<file path="src/rtl/alu_flag_pkg.sv">
package alu_flag_pkg;

    localparam logic [3:0] OP_ADD = 4'd0;
    localparam logic [3:0] OP_ADC = 4'd1;
    localparam logic [3:0] OP_SUB = 4'd2;
    localparam logic [3:0] OP_SBB = 4'd3;
    localparam logic [3:0] OP_AND = 4'd4;
    localparam logic [3:0] OP_XOR = 4'd5;
    localparam logic [3:0] OP_OR  = 4'd6;
    localparam logic [3:0] OP_CMP = 4'd7;
    localparam logic [3:0] OP_INC = 4'd8;
    localparam logic [3:0] OP_DEC = 4'd9;

    typedef struct packed {
        logic s;
        logic z;
        logic ac;
        logic p;
        logic cy;
    } flags_t;

    typedef enum logic [1:0] {
        ST_IDLE,
        ST_EXEC,
        ST_DONE
    } seq_state_e;

endpackage

</file>
<file path="src/rtl/alu_adder.sv">
module alu_adder #(
    parameter int W = 8
) (
    input  logic [W-1:0] a,
    input  logic [W-1:0] b,
    input  logic         cin,
    output logic [W-1:0] sum,
    output logic         half_c,
    output logic         carry
);
    localparam int H = W / 2;
    localparam int U = W - H;

    logic [H:0] lo;
    logic [U:0] hi;

    always_comb begin
        lo     = {1'b0, a[H-1:0]} + {1'b0, b[H-1:0]} + {{H{1'b0}}, cin};
        hi     = {1'b0, a[W-1:H]} + {1'b0, b[W-1:H]} + {{U{1'b0}}, lo[H]};
        sum    = {hi[U-1:0], lo[H-1:0]};
        half_c = lo[H];
        carry  = hi[U];
    end
endmodule

</file>
<file path="src/rtl/alu_core.sv">
module alu_core
    import alu_flag_pkg::*;
#(
    parameter int W = 8
) (
    input  logic [3:0]   op,
    input  logic [W-1:0] a,
    input  logic [W-1:0] b,
    input  flags_t       flags_in,
    output logic [W-1:0] res,
    output flags_t       flags_out,
    output logic         wr_acc
);
    logic [W-1:0] add_b;
    logic         add_c;
    logic [W-1:0] add_sum;
    logic         add_half;
    logic         add_carry;

    always_comb begin
        add_b = b;
        add_c = 1'b0;
        unique case (op)
            OP_ADC:                add_c = flags_in.cy;
            OP_SUB, OP_CMP: begin  add_b = ~b; add_c = 1'b1; end
            OP_SBB: begin          add_b = ~b; add_c = ~flags_in.cy; end
            OP_INC: begin          add_b = '0; add_c = 1'b1; end
            OP_DEC: begin          add_b = '1; add_c = 1'b0; end
            default: ;
        endcase
    end

    alu_adder #(.W(W)) u_adder (
        .a      (a),
        .b      (add_b),
        .cin    (add_c),
        .sum    (add_sum),
        .half_c (add_half),
        .carry  (add_carry)
    );

    always_comb begin
        res       = a;
        flags_out = flags_in;
        wr_acc    = 1'b1;
        unique case (op)
            OP_ADD, OP_ADC: begin
                res          = add_sum;
                flags_out.ac = add_half;
                flags_out.cy = add_carry;
            end
            OP_SUB, OP_SBB, OP_CMP: begin
                res          = add_sum;
                flags_out.ac = add_half;
                flags_out.cy = ~add_carry;
                wr_acc       = (op != OP_CMP);
            end
            OP_INC, OP_DEC: begin
                res          = add_sum;
                flags_out.ac = add_half;
            end
            OP_AND: begin
                res          = a & b;
                flags_out.ac = 1'b1;
                flags_out.cy = 1'b0;
            end
            OP_XOR: begin
                res          = a ^ b;
                flags_out.ac = 1'b0;
                flags_out.cy = 1'b0;
            end
            OP_OR: begin
                res          = a | b;
                flags_out.ac = 1'b0;
                flags_out.cy = 1'b0;
            end
            default: wr_acc = 1'b0;
        endcase
        if (op <= OP_DEC) begin
            flags_out.s = res[W-1];
            flags_out.z = ~|res;
            flags_out.p = ~^res;
        end
    end
endmodule

</file>
<file path="src/rtl/alu_flag_unit.sv">
module alu_flag_unit
    import alu_flag_pkg::*;
#(
    parameter int W = 8
) (
    input  logic         clk,
    input  logic         rst_n,
    input  logic         start,
    input  logic [3:0]   op_code,
    input  logic [W-1:0] acc_in,
    input  logic [W-1:0] opnd_in,
    output logic         busy,
    output logic         done,
    output logic         acc_we,
    output logic [W-1:0] result,
    output logic [7:0]   status
);
    seq_state_e   state_q, state_d;
    logic [3:0]   op_q;
    logic [W-1:0] acc_q;
    logic [W-1:0] tmp_q;
    logic [W-1:0] res_q;
    logic         we_q;
    flags_t       flags_q;

    logic [W-1:0] core_res;
    flags_t       core_flags;
    logic         core_we;

    // state register
    always_ff @(posedge clk or negedge rst_n) begin
        if (!rst_n) state_q <= ST_IDLE;
        else        state_q <= state_d;
    end

    // transitions
    always_comb begin
        state_d = state_q;
        unique case (state_q)
            ST_IDLE: if (start) state_d = ST_EXEC;
            ST_EXEC: state_d = ST_DONE;
            ST_DONE: state_d = ST_IDLE;
            default: state_d = ST_IDLE;
        endcase
    end

    alu_core #(.W(W)) u_core (
        .op        (op_q),
        .a         (acc_q),
        .b         (tmp_q),
        .flags_in  (flags_q),
        .res       (core_res),
        .flags_out (core_flags),
        .wr_acc    (core_we)
    );

    // registered outputs and operand capture
    always_ff @(posedge clk or negedge rst_n) begin
        if (!rst_n) begin
            op_q    <= '0;
            acc_q   <= '0;
            tmp_q   <= '0;
            res_q   <= '0;
            we_q    <= 1'b0;
            flags_q <= '0;
        end else begin
            unique case (state_q)
                ST_IDLE: if (start) begin
                    op_q  <= op_code;
                    acc_q <= acc_in;
                    tmp_q <= opnd_in;
                end
                ST_EXEC: begin
                    res_q   <= core_res;
                    flags_q <= core_flags;
                    we_q    <= core_we;
                end
                default: ;
            endcase
        end
    end

    always_comb begin
        busy   = (state_q != ST_IDLE);
        done   = (state_q == ST_DONE);
        acc_we = done & we_q;
        result = res_q;
        status = {flags_q.s, flags_q.z, 1'b0, flags_q.ac,
                  1'b0, flags_q.p, 1'b1, flags_q.cy};
    end
endmodule

</file>
<file path="config.mk">
export PLATFORM = sky130hd
export DESIGN_NAME = alu_flag_unit
export DESIGN_NICKNAME = d
export VERILOG_FILES = /design/src/rtl/alu_flag_pkg.sv /design/src/rtl/alu_adder.sv /design/src/rtl/alu_core.sv /design/src/rtl/alu_flag_unit.sv
export SDC_FILE = /design/constraint.sdc
export NUM_CORES = 1
export LEC_CHECK = 0
export BUFFER_PORTS_ARGS = -buffer_cell sky130_fd_sc_hd__buf_2
export CAP_MARGIN = 20
export CORE_MARGIN = 1
export CORE_UTILIZATION = 45
export CTS_CLUSTER_SIZE = 14
export DETAILED_ROUTE_END_ITERATION = 12
export GPL_TIMING_DRIVEN = 1
export PLACE_DENSITY = 0.76
export RECOVER_POWER = 50
export SKIP_LAST_GASP = 1
export SYNTH_ARGS = -nofsm -noshare
export SYNTH_HDL_FRONTEND = slang
export SYNTH_SLANG_ARGS = --single-unit
</file>
<file path="constraint.sdc">
create_clock -name clk -period 8.3 [get_ports clk]
set_input_delay 1.245 -clock clk [delete_from_list [all_inputs] [get_ports clk]]
set_output_delay 1.245 -clock clk [all_outputs]
set_load 0.01 [all_outputs]
</file>
==> key figures <==
Setup path
  – Startpoint Class: flop
  – Crit path capture type: flop
  – Reg2reg end: status[2]
  – R2r startpoint: op_q[3]
  – CP required: 8480 ps
  – Max FO, Critical Path: 19
  – R2R setup slack: 3450 ps
  – Origin of the worst setup path: op_q[3]
  – Critical Path AT: 5030 ps
  – Setup CP Type: reg -> reg
  – Critical Path Sink: status[2]
  – R2R cell count: 21

Clock tree
  – Cts repair resizes: 0
  – Clock Latency Late Sink: 300 ps
  – CTS tree: built
  – Post-CTS Setup Inserts: 0
  – H-tree Lvls: 2
  – Clock Sinks: 36
  – CTS Hold Buffers Added: 0
  – Cts bufs inserted: 5
  – Clock transition at path regs: 70 ps
  – Clock Path Buffers: 2
  – Root Driver: clkbuf_8

Yosys
  – Main synth FF type: dfrtp_1
  – Cell with the most instances after synthesis: nand2_1
  – Post-synth top area share: 33.7%
  – Async set-reset flop share out of synthesis: 100%
  – Adder-Cell Fraction of Synth Area: 15.1%
  – Post-Syn Area: 2680 sq um
  – Dominant combinational cell family by area after synthesis: compound AO/OA/AOI/OAI gates
  – #FFs+latches synth: 36
  – Mux share of post-synthesis cell area: 2.71%
  – Number of synthesized flops with an enable pin: 0
  – Syn Inst Count: 306
  – Compound-Gate Fraction of Synth Area: 23.9%
  – Synth top area cells: dfrtp_1 (34%), ha_1 (12%), nand2_1 (6.6%), o21ai_1 (4.5%), a21oi_1 (3.7%)
  – Sequential fraction of the synthesis area: 33.7%
  – Simple-gate share of the synthesized area: 14.0%
  – Top post-synthesis cells by count: nand2_1 (47), dfrtp_1 (36), ha_1 (26)
  – Avg Cell Area, Syn: 8.75 sq um
  – Yosys warns: 0
  – Xor and xnor area share after synthesis: 2.29%
  – Post-synth cell types: 55
  – Post-synth top area cell: dfrtp_1

Worst hold path
  – Worst hold path class: reg -> reg
  – Hold Path Cell Cnt: 1

Place
  – Placed cell area: 2850 sq um
  – Port Buf Inserts: 38
  – Routability cong.: 0.930
  – HPWL after detailed placement: 4630 um
  – Worst slack, placed: 3530 ps

Drt
  – Drt drc: 0
  – Total Wirelength: 6220 um
  – Drt wl/cell: 15.3 um
  – DRT iter0 DRCs: 129
  – Vias per cell: 5.62
  – DR pass1 iterations: 5
  – Vias: 2,286
  – Antenna Nets Post-Route: 0

Die
  – Die width: 79.1 um
  – Starting density of the core: 47.7%
  – Die area: 6260 sq um
  – Height of the chip: 79.1 um
  – Top-Level Pins: 42
  – Core Rows: 27
  – Core Area: 5610 sq um

Power and ir drop
  – Clk network pwr share: 14.0%
  – LEAKAGE: 1.42 nW
  – Net Sw Frac: 43.8%
  – Gate power share: 58.5%
  – Switching power: 0.485 mW
  – Peak supply drop: 0.182 mV
  – PD cells: 375 nW/um^2
  – Sequential Power Share: 27.5%
  – P_int: 0.622 mW

Timing
  – Rel. slew slack: -27.3%
  – Setup_tns: 0 ps
  – Final Critical Period: 4850 ps
  – Worst-Margin Slew: 1910 ps
  – Slew Limit Fails: 77
  – Final WS setup: 3450 ps
  – Max Fclk: 206 MHz
  – Worst Hold Slack: 471 ps
  – Final Hold Fails: 0
  – Final period util: 58.4%
  – Unrepaired setup endpoints after global routing: false
  – Setup violators final: 0
  – Worst Skew: 9.60 ps

Cells and area
  – Antenna cells: 0
  – Fillers: 568
  – Layout area overhead: 10.4%
  – Share of layout cells above drive strength 1: 19.1%
  – Final instance area: 2950 sq um
  – Layout Nets: 387

Global routing
  – Initial antenna violation count: 0
  – First-pass GRT wire length: 10,500 um
  – Grt ovf: 0
  – Number of global-route vias before repair: 2,227
  – Pin count of the biggest net entering global routing: 40
  – Overall global routing resource usage: 21.9%

Outcome
  – Violated checks: max-capacitance violations, max-slew violations
  – Status: finished, violations left

Flow run
  – Max cap viols: 2
-- cells in the final DEF (no fill, tap or decap), types with 2 or more instances in the layout --
master and instances:
nand2_1 47, buf_2 37, dfrtp_1 36, ha_1 26, inv_1 24, o21ai_1 21, a21oi_1 20, o21ai_0 15
nor2_1 12, o22ai_1 11, xnor2_1 6, clkbuf_8 5, a21o_1 4, o221a_2 4, fa_1 4, o21ai_2 3
nand2b_1 3, a22o_1 3, nor2b_1 3, conb_1 3, clkbuf_1 3, o2bb2ai_1 2, a211o_1 2, a211oi_1 2
a2bb2oi_1 2, mux2i_1 2, nor3_1 2, a222oi_1 2, mux2_4 2, a31oi_1 2, nand3_1 2
-- registers in the layout, indices dropped and copies added (netlist names) --
signal	flops
we_q	1
op_q	4
status	5
acc_q	8
state_q	2
result	8
tmp_q	8
-- routing by layer --
layer  part of all wire [%]  track usage [%]
met5                      0                0
met4                    3.3             10.2
met3                    7.7             3.79
met2                     45             34.2
met1                     44             29.3
-- worst min path at each step --
| stage | from | end | slack (ps) |
|---|---|---|---|
| after floorplan | we_q | we_q | 440 |
| after global placement | result[2] | result[2] | 460 |
| after detailed placement | we_q | we_q | 460 |
| after CTS | we_q | we_q | 480 |
| after global routing | result[6] | result[6] | 500 |
| final | we_q | we_q | 470 |
-- cell type report --
type / count / area, sq um / area share (%)
Timing Repair Buffer: 39 / 193 / 6.52
Multi-Input combinational cell: 227 / 1570 / 53.1
Inverter: 25 / 93.8 / 3.18
Sequential cell: 36 / 901 / 30.5
Clock buffer: 6 / 72.6 / 2.46
Clock inverter: 2 / 35.0 / 1.19
Tap cell: 72 / 90.1 / 3.05
-- power groups by stage --
stage	clock network, mW	registers, mW	logic (mW)
floorplan	0	0.282	0.517
global placement	0	0.304	0.622
detailed placement	0	0.307	0.641
CTS	0.158	0.303	0.645
global route	0.163	0.315	0.731
finish	0.155	0.304	0.648
-- cell families (layout without fill, tap and decap cells) --
kind of cell	Yosys count	in the layout
AOI/OAI and AO/OA	100	100
and+or+nand+nor	81	81
buffers and inverters	44	72
DFF	36	36
adders and majority gates	30	30
xor gates and xnor gates	7	7
muxes	6	6
other	2	3
-- worst max-delay path, cell delays in order, from the launching register on --
cell and delay [ps]:
dfrtp_1 790, inv_2 210, nor3_2 360, a21oi_1 80, o22ai_1 150, a21oi_1 80, fa_1 480, inv_1 90
fa_1 200, nor2b_1 60, o21ai_1 140, nand2b_1 110, fa_1 430, a21o_1 180, a21oi_1 200, xnor2_1 100
a21oi_1 270, o21bai_1 160, ha_1 260, xnor2_1 180, xnor2_1 140, o21ai_1 70
-- through the flow --
| step | util [%] | cells | power (mW) |
|---|---|---|---|
| finish | 52.7 | 407 | 1.11 |
| global route | 52.7 | 407 | 1.21 |
| CTS | 52.8 | 407 | 1.11 |
| detailed placement | 50.8 | 399 | 0.948 |
| global placement | 50.8 | 399 | 0.926 |
| floorplan | - | 307 | 0.799 |
Note: power is estimated with default switching activity, not from simulation.
